**config.mk**
```make
export PLATFORM = sky130hd
export DESIGN_NAME = freq_src_sel
export DESIGN_NICKNAME = d
export VERILOG_FILES = /design/src/rtl/freq_sel_pkg.sv /design/src/rtl/freq_sel_ctrl.sv /design/src/rtl/freq_sel_dp.sv /design/src/rtl/freq_src_sel.sv
export SDC_FILE = /design/constraint.sdc
export NUM_CORES = 1
export LEC_CHECK = 0
export ABC_AREA = 1
export BUFFER_PORTS_ARGS = -buffer_cell sky130_fd_sc_hd__buf_2
export CAP_MARGIN = 20
export CORE_ASPECT_RATIO = 0.9
export CORE_MARGIN = 10
export CORE_UTILIZATION = 30
export DETAILED_ROUTE_END_ITERATION = 7
export PLACE_DENSITY_LB_ADDON = 0.08
export SLEW_MARGIN = 20
export SYNTH_ARGS = -nofsm -noshare
export SYNTH_HDL_FRONTEND = slang
export SYNTH_SLANG_ARGS = --single-unit
```
**constraint.sdc**
```tcl
create_clock -name clk -period 3.2 [get_ports clk]
set_clock_uncertainty 0.1 [all_clocks]
set_input_delay 0.32 -clock clk [delete_from_list [all_inputs] [get_ports clk]]
set_output_delay 0.32 -clock clk [all_outputs]
set_load 0.05 [all_outputs]
```
**src/rtl/freq_sel_pkg.sv**
```systemverilog
package freq_sel_pkg;
  localparam int SEL_W = 5;

  typedef struct packed {
    logic capStrap;   // take strap snapshot this cycle
    logic commit;     // load programmed N/M pair
    logic reject;     // programmed pair failed ratio check
    logic recovEdge;  // recovery mode toggled
  } sel_strobe_t;
endpackage

```
**src/rtl/freq_sel_ctrl.sv**
```systemverilog
module freq_sel_ctrl
  import freq_sel_pkg::*;
#(
  parameter int NBITS = 8,
  parameter int MBITS = 7
) (
  input  logic             clk,
  input  logic             rstN,
  input  logic             pwrGoodN,
  input  logic             nWrStb,
  input  logic             mWrStb,
  input  logic             txnEnd,
  input  logic             recovMode,
  input  logic [NBITS-1:0] progN,
  input  logic [MBITS-1:0] progM,
  output sel_strobe_t      stb,
  output logic             outEn
);
  localparam int CMP_W = ((NBITS > MBITS) ? NBITS : MBITS) + 1;

  logic latchedQ;
  logic pendQ;
  logic recovPrevQ;
  logic wrAny;
  logic pendNow;
  logic atEnd;
  logic ratioOk;

  // (N+3) > (M+3) reduces to N > M
  assign ratioOk = CMP_W'(progN) > CMP_W'(progM);
  assign wrAny   = nWrStb | mWrStb;
  assign pendNow = !recovMode && (pendQ || wrAny);
  assign atEnd   = txnEnd && pendNow;

  always_comb begin
    stb           = '0;
    stb.capStrap  = !pwrGoodN && !latchedQ;
    stb.commit    = atEnd && ratioOk;
    stb.reject    = atEnd && !ratioOk;
    stb.recovEdge = recovMode != recovPrevQ;
  end

  always_ff @(posedge clk or negedge rstN) begin
    if (!rstN) begin
      latchedQ   <= 1'b0;
      pendQ      <= 1'b0;
      recovPrevQ <= 1'b0;
    end else begin
      recovPrevQ <= recovMode;
      if (stb.capStrap) latchedQ <= 1'b1;
      if (recovMode || txnEnd) pendQ <= 1'b0;
      else if (wrAny)          pendQ <= 1'b1;
    end
  end

  assign outEn = latchedQ;
endmodule

```
**src/rtl/freq_sel_dp.sv**
```systemverilog
module freq_sel_dp
  import freq_sel_pkg::*;
#(
  parameter int NBITS = 8,
  parameter int MBITS = 7
) (
  input  logic             clk,
  input  logic             rstN,
  input  sel_strobe_t      stb,
  input  logic [SEL_W-1:0] strapIn,
  input  logic [7:0]       ctrlByte,
  input  logic             progEn,
  input  logic [NBITS-1:0] progN,
  input  logic [MBITS-1:0] progM,
  input  logic             recovMode,
  input  logic             recovSel,
  input  logic [NBITS-1:0] recovN,
  input  logic [MBITS-1:0] recovM,
  output logic [7:0]       strapRd,
  output logic [SEL_W-1:0] effSel,
  output logic [NBITS-1:0] effN,
  output logic [MBITS-1:0] effM,
  output logic             useNM,
  output logic [1:0]       spreadCode,
  output logic             freqChg,
  output logic             cfgReject
);
  localparam int RD_LSB = 8 - SEL_W;

  logic [SEL_W-1:0] strapQ, strapNext, regSel, ratioSel, selNext;
  logic [NBITS-1:0] activeN, actNNext, nNext;
  logic [MBITS-1:0] activeM, actMNext, mNext;
  logic             nmNext;

  assign strapNext = stb.capStrap ? strapIn : strapQ;
  // select bits are scattered over the control byte: SEL4..SEL0
  assign regSel    = {ctrlByte[2], ctrlByte[1], ctrlByte[6], ctrlByte[5], ctrlByte[4]};
  assign ratioSel  = ctrlByte[3] ? regSel : strapNext;
  assign actNNext  = stb.commit ? progN : activeN;
  assign actMNext  = stb.commit ? progM : activeM;

  always_comb begin
    selNext = ratioSel;
    nmNext  = 1'b0;
    nNext   = '0;
    mNext   = '0;
    if (recovMode) begin
      if (recovSel) begin
        nmNext = 1'b1;
        nNext  = recovN;
        mNext  = recovM;
      end else begin
        selNext = strapNext;
      end
    end else if (progEn) begin
      nmNext = 1'b1;
      nNext  = actNNext;
      mNext  = actMNext;
    end
  end

  always_ff @(posedge clk or negedge rstN) begin
    if (!rstN) begin
      strapQ     <= '0;
      activeN    <= '0;
      activeM    <= '0;
      effSel     <= '0;
      effN       <= '0;
      effM       <= '0;
      useNM      <= 1'b0;
      spreadCode <= 2'b00;
      freqChg    <= 1'b0;
      cfgReject  <= 1'b0;
    end else begin
      strapQ     <= strapNext;
      activeN    <= actNNext;
      activeM    <= actMNext;
      effSel     <= selNext;
      effN       <= nNext;
      effM       <= mNext;
      useNM      <= nmNext;
      spreadCode <= {ctrlByte[7], ctrlByte[0]};
      freqChg    <= stb.commit | stb.recovEdge;
      cfgReject  <= stb.reject;
    end
  end

  // readback byte: strap k sits at bit RD_LSB+k
  for (genvar k = 0; k < SEL_W; k++) begin : g_rd
    assign strapRd[RD_LSB+k] = strapQ[k];
  end
  assign strapRd[RD_LSB-1:0] = '0;
endmodule

```
**src/rtl/freq_src_sel.sv**
```systemverilog
module freq_src_sel
  import freq_sel_pkg::*;
#(
  parameter int NBITS = 8,
  parameter int MBITS = 7
) (
  input  logic             clk,
  input  logic             rstN,
  input  logic             pwrGoodN,
  input  logic [4:0]       strapIn,
  input  logic [7:0]       ctrlByte,
  input  logic             progEn,
  input  logic [NBITS-1:0] progN,
  input  logic [MBITS-1:0] progM,
  input  logic             nWrStb,
  input  logic             mWrStb,
  input  logic             txnEnd,
  input  logic             recovMode,
  input  logic             recovSel,
  input  logic [NBITS-1:0] recovN,
  input  logic [MBITS-1:0] recovM,
  output logic             outEn,
  output logic [7:0]       strapRd,
  output logic [4:0]       effSel,
  output logic [NBITS-1:0] effN,
  output logic [MBITS-1:0] effM,
  output logic             useNM,
  output logic [1:0]       spreadCode,
  output logic             freqChg,
  output logic             cfgReject
);
  sel_strobe_t stb;

  freq_sel_ctrl #(.NBITS(NBITS), .MBITS(MBITS)) u_ctrl (
    .clk(clk), .rstN(rstN), .pwrGoodN(pwrGoodN),
    .nWrStb(nWrStb), .mWrStb(mWrStb), .txnEnd(txnEnd),
    .recovMode(recovMode), .progN(progN), .progM(progM),
    .stb(stb), .outEn(outEn)
  );

  freq_sel_dp #(.NBITS(NBITS), .MBITS(MBITS)) u_dp (
    .clk(clk), .rstN(rstN), .stb(stb), .strapIn(strapIn),
    .ctrlByte(ctrlByte), .progEn(progEn), .progN(progN), .progM(progM),
    .recovMode(recovMode), .recovSel(recovSel), .recovN(recovN), .recovM(recovM),
    .strapRd(strapRd), .effSel(effSel), .effN(effN), .effM(effM),
    .useNM(useNM), .spreadCode(spreadCode), .freqChg(freqChg), .cfgReject(cfgReject)
  );
endmodule

```
* Word-level counts from Yosys, hierarchy flattened *
Cells that the tools add are included.
W data, S select, Z words.

word-level totals
  flip-flop bits (word level) = 48
  input port bits = 52
  output and inout bits = 34
  word-level logic and storage cells = 46

operators by class
  order comparisons = 1
  eq/ne operators = 1
  multiplexer cells = 17
  bitwise gates (word level) = 2
  reductions and logical operators = 12

operators by type and width
  operator             count
  $mux W8              4
  $mux W7              4
  $mux W5              4
  $gt A8 B7 Y1         1
  $logic_and A1 B1 Y1  5
  $mux W1              5
  $logic_not A1 Y1     4
  $logic_or A1 B1 Y1   2
  $or A1 B1 Y1         2
  $reduce_bool A2 Y1   1
  $ne A1 B1 Y1         1

* Depth between registers and ports, before layout *
Gate-level depths: netlist of the first run.

  word-level depth = 8
  depth in mapped cells = 14
  gate-level depth less buffers = 13

* By module *
Synthesis of the first run repeated with hierarchy kept, for this count alone.

unflattened totals
  cell total of the unflattened synthesis = 231
  area total of the unflattened synthesis = 2063.2 um2

modules (own cells, without submodules)
  module         times used  cells each  area each (um2)  sequential area each (um2)
  freq_sel_dp    1           185         1735.4           1126.1
  freq_sel_ctrl  1           46          327.8            75.1

* Worst setup path after synthesis of the first run *
Ideal clock, no wire load.

  path type = input port to flip-flop
  from = input progM[6]
  to = register u_dp.activeM[4]
  setup time = 119 ps
  arrival time = 1468 ps
  data required time = 2981 ps
  slack = 1513 ps
  stages on the path = 10
  path buffers = 1
  path through = inv_1 -> ha_1 -> nand2_2 -> inv_1 -> a21oi_2 -> nand2_4 -> nand3_4 -> buf_6 -> nand2_2 -> and2_1

on the way
  cells in the longest elaborated chain, start to end = 3

ends and longest elaborated chain
  element                     line                 source
  start, declared             freq_src_sel.sv:14   input logic [MBITS-1:0] progM,
  $gt A8 B7 Y1                freq_sel_ctrl.sv:30  assign ratioOk = CMP_W'(progN) > CMP_W'(progM);
  $logic_and A1 B1 Y1         freq_sel_ctrl.sv:38  stb.commit = atEnd && ratioOk;
  $mux W7                     freq_sel_dp.sv:40    assign actMNext = stb.commit ? progM : activeM;
  named net u_dp.actMNext[4]  freq_sel_dp.sv:32    logic [MBITS-1:0] activeM, actMNext, mNext;
  end signal, assigned        freq_sel_dp.sv:77    activeM <= actMNext;
  end, declared               freq_sel_dp.sv:32

The timed path passes the listed nets, and every way through them passes these cells.
A chain may end at the register's enable or synchronous reset.

* Worst setup path after layout of the first run *
  from = input progM[6]
  to = register u_dp.effM[6]

on the way
  cells in the longest elaborated chain, start to end = 5

ends and longest elaborated chain
  element                  line                 source
  $gt A8 B7 Y1             freq_sel_ctrl.sv:30
  $logic_and A1 B1 Y1      freq_sel_ctrl.sv:38
  $mux W7 *                freq_sel_dp.sv:40
  $mux W7 *                freq_sel_dp.sv:55    end else if (progEn) begin
  $mux W7 *                freq_sel_dp.sv:47    if (recovMode) begin
  named net u_dp.mNext[6]  freq_sel_dp.sv:32
  end signal, assigned     freq_sel_dp.sv:80    effM <= mNext;
  end, declared            freq_sel_dp.sv:22    output logic [MBITS-1:0] effM,

Mark *: on every way through the listed nets, which the timed path passes. The rest lies on a longest branch.

==> impl_metrics.env, run 1 <==
export IMPL_die_height_um=102
export IMPL_clk_path_buf_depth=2
export IMPL_clk_latency_ps=300
export IMPL_regToRegSetupSlack_ps=1520
export IMPL_grt_max_degree=33
export IMPL_failed_checks="hold timing"
export IMPL_grt_pass1_wl_mm=9.91
export IMPL_min_period_ps=1720
export IMPL_ir_worst_vdd_mv=0.239
export IMPL_netlist_area_um2=2260
export IMPL_num_rows=29
export IMPL_synth_xor_area_frac=0.00387
export IMPL_synth_yosys_seq_area_share=0.531
export IMPL_synthMostInstantiatedCell="nand2_1"
export IMPL_setup_viol=0
export IMPL_holdWs_ps=-37.0
export IMPL_hpwl_mm=4.52
export IMPL_maxSlewViolCount=0
export IMPL_cpPeakStageDelay_ps=340
export IMPL_cp_depth=10
export IMPL_antenna_found_initial=0
export IMPL_fmax_mhz=582
export IMPL_worstMarginPinSlew_ps=728
export IMPL_required_ps=3300
export IMPL_first_pass_iters=4
export IMPL_register_area_um2=1200
export IMPL_yosysTopAreaCellShare=0.531
export IMPL_diodes=0
export IMPL_place_gp_congestion=0.746
export IMPL_clk_pin_slew_ps=90
export IMPL_area_growth_syn_to_layout_pct=27.3
export IMPL_synth_ff_type="dfrtp_1"
export IMPL_outcome="finished, violations left"
export IMPL_path_common_cell="nand2_1"
export IMPL_first_global_vias=1996
export IMPL_fin_area_um2=2880
export IMPL_ys_ff_latch=48
export IMPL_avgSynthCellArea_um2=9.05
export IMPL_cts_made_buffers=5
export IMPL_rr_endpoint="u_dp.effM[6]"
export IMPL_synth_commonest_cells="nand2_1, dfrtp_1, inv_1"
export IMPL_drive_gt1_frac=0.333
export IMPL_dieArea_um2=11400
export IMPL_p_int_w=0.00109
export IMPL_critPathArrivalTime_ps=1820
export IMPL_initialDrtViolationCount=67
export IMPL_coreArea_um2=7180
export IMPL_seq_power_share=0.424
export IMPL_n_fill_cell=763
export IMPL_synthCells=250
export IMPL_ant_nets=0
export IMPL_htree_levels=2
export IMPL_ys_top_cells_by_area="dfrtp_1, nand2_1, inv_1"
export IMPL_critPathLaunch="progM[6]"
export IMPL_cap_viol_max_count=0
export IMPL_netSwitchingPower_w=0.000646
export IMPL_rr_startpoint="u_ctrl.pendQ"
export IMPL_reg2reg_depth=8
export IMPL_p_leak_nw=1.60
export IMPL_yosys_warnings=0
export IMPL_vias=1811
export IMPL_wl_mm=5.95
export IMPL_hold_class="input port to asynchronous set/reset pin"
export IMPL_initial_utilization=0.315
export IMPL_drc=0
export IMPL_root_buffer="clkbuf_8"
export IMPL_synthMuxAreaShare=0
export IMPL_cts_tree="done"
export IMPL_path_buf_inv=2
export IMPL_nets=394
export IMPL_boundaryPins=86
export IMPL_ys_async_sr_fraction=1.00
export IMPL_synth_fa_ha_area_frac=0.0387
export IMPL_crit_end="u_dp.effM[6]"
export IMPL_slew_headroom=0.515
export IMPL_crit_fanout=17
export IMPL_port_buffer_count=82
export IMPL_postCtsSetupBuffers=0
export IMPL_place_area_um2=2750
export IMPL_die_w_um=112
export IMPL_grt_setup_unrepaired="no"
export IMPL_ys_types=27
export IMPL_clock_sinks=48
export IMPL_grtUsageTotal=0.107
export IMPL_fin_util=0.401
export IMPL_cp_start_kind="input port"
export IMPL_pwr_density_cell_nw_per_um2=602
export IMPL_synthSimpleGateAreaFrac=0.296
export IMPL_cpMaxStageDelayCell="nand3_4"
export IMPL_path_class="input port to flop"
export IMPL_finalHoldViolCount=31
export IMPL_grt_overflow_total=0
export IMPL_multi_input_area_um2=863
export IMPL_synth_edf_count=0
export IMPL_worst_setup_path_end_kind="flop"
export IMPL_wl_per_cell_um=13.9
export IMPL_synth_top_family_by_area="simple AND/OR/NAND/NOR gates"
export IMPL_fin_crit_sh=0.537
export IMPL_crit_family="simple AND/OR/NAND/NOR gates"
export IMPL_cp_cell_sequence="buf_2 -> inv_1 -> ha_1 -> nand2_2 -> nor2_4 -> nand4_4 -> nand3_4 -> nand2_1 -> nand3_1 -> nand2_1"
export IMPL_p_sw_frac=0.373
export IMPL_synth_compound_area_frac=0.0381
export IMPL_pwr_share_comb=0.316
export IMPL_synth_top_cell_by_area="dfrtp_1"
export IMPL_finalSetupTns_ps=0
export IMPL_clockPowerShare=0.260
export IMPL_via_per_inst=4.22
-- sequential cells by signal (all words and copies together), names as in the netlist, 2 cells and up --
register         cells
u_dp.effSel          5
u_dp.activeM         7
u_dp.effN            8
u_dp.activeN         8
u_dp.spreadCode      2
u_dp.strapQ          5
u_dp.effM            7
-- cell type report --
type / count / area share
Clock inverter: 3 / 0.0165
Timing Repair Buffer: 85 / 0.152
Inverter: 39 / 0.0508
Multi-Input combinational cell: 156 / 0.300
Tap cell: 93 / 0.0404
Clock buffer: 5 / 0.0239
Sequential cell: 48 / 0.417
-- how the worst min path moves through the flow --
| stage | slack [ps] | cells after the start | from | to |
|---|---|---|---|---|
| after CTS | 4 | 1 | rstN | u_dp.freqChg |
| after global routing | 30 | 1 | rstN | u_dp.spreadCode[1] |
| after detailed placement | 330 | 1 | ctrlByte[7] | u_dp.spreadCode[1] |
| after global placement | 330 | 1 | ctrlByte[0] | u_dp.spreadCode[0] |
| final | -40 | 1 | rstN | u_dp.spreadCode[1] |
| after floorplan | -80 | 0 | rstN | u_ctrl.outEn |
-- worst reg2reg max path: cells and delay by family (launching register included) --
| family | cells | cell delay [ps] |
|---|---|---|
| flip-flops | 1 | 330 |
| AND/OR/NAND/NOR | 8 | 1190 |
-- placed cells by master, fill, tap and decap left out --
cell           instances
buf_2                 82
nand2_1               60
dfrtp_1               48
inv_1                 37
nand4_1               15
and2_1                15
nand3_1               15
nand2_2               11
nor2_1                 9
ha_1                   7
o21ai_0                5
a31oi_1                5
clkbuf_8               5
conb_1                 3
inv_2                  2
nor2_4                 2
clkinv_4               2
dlygate4sd3_1          2
a21oi_1                1
a21oi_2                1
nand2_4                1
nand4_4                1
nand3_4                1
o21ai_2                1
a21boi_0               1
xnor2_1                1
or2_2                  1
bufinv_16              1
buf_4                  1
-- timing repair --
action | in CTS | in global routing
hold buffers | 0 | 2
gates resized for setup | 0 | 0
endpoints found under the hold margin | 0 | 2
-- logic make-up (layout without fill, tap and decap cells) --
| kind of cell | Yosys count | count (layout) |
|---|---|---|
| DFF | 48 | 48 |
| and+or+nand+nor | 131 | 131 |
| xor gates and xnor gates | 1 | 1 |
| buffers and inverters | 48 | 132 |
| AOI/OAI and AO/OA | 14 | 14 |
| adders and majority gates | 7 | 7 |
| other | 1 | 3 |
-- power by group through the flow --
stage	sequential [W]	combinational, W	clock [W]
floorplan	0.000968	0.000185	0
global placement	0.000746	0.000553	0
detailed placement	0.000748	0.000555	0
CTS	0.000736	0.000557	0.000475
global route	0.000747	0.000603	0.000504
finish	0.000735	0.000548	0.000451
-- through the flow --
step / total power, W / instances / setup WS [ps]
finish: 0.00173 / 429 / 1480
global route: 0.00185 / 429 / 1280
CTS: 0.00177 / 427 / 1480
detailed placement: 0.00130 / 419 / 1160
global placement: 0.00130 / 419 / 1170
floorplan: 0.00115 / 252 / 1510
-- per-layer routing --
layer  GRT usage  share of wire  vias to the layer above
met5           0              0                        -
met4      0.0296         0.0055                        0
met3      0.0351          0.052                        2
met2       0.175           0.46                       51
met1       0.132           0.49                      809
li1            -              -                      949
(Power assumes the default switching activity.)
==> run 2, diff against run 1 <==
clock period = 1.7 ns   (was 3.2 ns; I/O delays follow)
==> impl_metrics.env, run 2 (same netlist as run 1, synthesis figures left out) <==
export IMPL_crit_fanout=10
export IMPL_grt_max_degree=49
export IMPL_die_height_um=102
export IMPL_first_global_vias=2122
export IMPL_antenna_found_initial=0
export IMPL_boundaryPins=86
export IMPL_dp_cells=429
export IMPL_grt_overflow_total=0
export IMPL_mostFrequentLayoutCells="buf_2, nand2_1, dfrtp_1"
export IMPL_cap_viol_max_count=0
export IMPL_num_rows=29
export IMPL_hpwl_mm=4.49
export IMPL_ant_nets=0
export IMPL_hold_class="input port to flop"
export IMPL_wl_mm=6.19
export IMPL_path_class="input port to flop"
export IMPL_outcome="finished, final reports clean"
export IMPL_p_leak_nw=1.76
export IMPL_fin_crit_sh=0.910
export IMPL_initialDrtViolationCount=54
export IMPL_cp_start_kind="input port"
export IMPL_drive_gt1_frac=0.330
export IMPL_port_buffer_count=82
export IMPL_coreArea_um2=7180
export IMPL_min_period_ps=1550
export IMPL_final_cells=463
export IMPL_nets=428
export IMPL_grt_pass1_wl_mm=10.4
export IMPL_vias=1951
export IMPL_required_ps=1800
export IMPL_critPathLaunch="txnEnd"
export IMPL_postCtsResizedCells=0
export IMPL_clk_pin_slew_ps=100
export IMPL_cts_tree="done"
export IMPL_ir_worst_vdd_mv=0.440
export IMPL_first_pass_iters=4
export IMPL_root_buffer="clkbuf_8"
export IMPL_total_power_w=0.00334
export IMPL_via_per_inst=4.21
export IMPL_fin_util=0.447
export IMPL_area_growth_syn_to_layout_pct=41.8
export IMPL_place_gp_congestion=0.758
export IMPL_htree_levels=2
export IMPL_initial_utilization=0.315
export IMPL_place_area_um2=2830
export IMPL_crit_end="u_dp.activeM[3]"
export IMPL_maxSlewViolCount=0
export IMPL_setup_viol=0
export IMPL_critPathArrivalTime_ps=1650
export IMPL_clk_latency_ps=300
export IMPL_final_common_cell="buf_2"
export IMPL_pwr_density_cell_nw_per_um2=1040
export IMPL_clk_path_buf_depth=2
export IMPL_diodes=0
export IMPL_reg2reg_depth=7
export IMPL_grtUsageTotal=0.111
export IMPL_finalHoldViolCount=0
export IMPL_rr_endpoint="u_dp.activeM[3]"
export IMPL_die_w_um=112
export IMPL_rr_startpoint="u_ctrl.pendQ"
export IMPL_largest_registers="u_dp.activeN (8), u_dp.effN (8)"
export IMPL_regToRegSetupSlack_ps=210
export IMPL_wl_per_cell_um=13.4
export IMPL_drc=0
export IMPL_cts_made_buffers=5
export IMPL_dieArea_um2=11400
export IMPL_worst_setup_path_end_kind="flop"
export IMPL_fmax_mhz=647
export IMPL_fin_area_um2=3210
export IMPL_holdWs_ps=21.7
export IMPL_grt_setup_unrepaired="no"
export IMPL_clock_sinks=48
==> run 2: cell count changes in the layout (fill, tap and decap cells not counted), sizes merged <==
cell	change
dlygate4sd3	+24
buf	+10
==> run 2: worst min path at each step <==
stage / from / endpoint / slack (ps) / cells past startpoint
after floorplan: rstN / u_ctrl.outEn / -230 / 0
after global placement: rstN / u_dp.spreadCode[1] / 90 / 2
after detailed placement: rstN / u_dp.effM[6] / 80 / 2
after CTS: ctrlByte[6] / u_dp.effSel[2] / 10 / 3
after global routing: ctrlByte[5] / u_dp.effSel[1] / 40 / 3
final: ctrlByte[2] / u_dp.effSel[4] / 20 / 3
==> run 2: timing repair <==
action,in CTS,in global routing
setup buffers,0,0
endpoints found under the hold margin,73,0
hold buffers,26,0
endpoints found under the setup margin,0,0
==> run 2: critical path, cell delays in order <==
cell	delay, ps
dlygate4sd3_1	530
buf_2	110
inv_1	50
nor2_4	230
buf_4	230
nand4_1	140
and2_1	180
==> run 2: cell type report <==
class,instances,area [um^2]
well taps,93,116
flip-flops and latches,48,1200
repair buffers,119,766
clock buffers,5,68.8
clock inverters,3,47.5
inverters,39,146
multi-input cells,156,863
fillers,742,3980
==> run 2: layer usage <==
| metal | wire length [um] | vias up | track usage |
|---|---|---|---|
| li1 | - | 1017 | - |
| met3 | 459 | 7 | 0.0387 |
| met1 | 2860 | 869 | 0.131 |
| met2 | 2810 | 58 | 0.186 |
| met4 | 61 | 0 | 0.0326 |
| met5 | 0 | - | 0 |
==> run 2: through the flow <==
stage / TNS (ps) / setup slack [ps]
5_1_grt: 0 / 25.0
6_report: 0 / 153
4_1_cts: 0 / 146
3_3_place_gp: 0 / 15.2
2_1_floorplan: 0 / 163
3_5_place_dp: -21.8 / -8.73
==> run 2: where the power goes <==
| part | switching [W] | internal (W) |
|---|---|---|
| Sequential | 0.0000556 | 0.00133 |
| Combinational | 0.000767 | 0.000331 |
| Clock | 0.000416 | 0.000444 |
| Total | 0.00124 | 0.00210 |
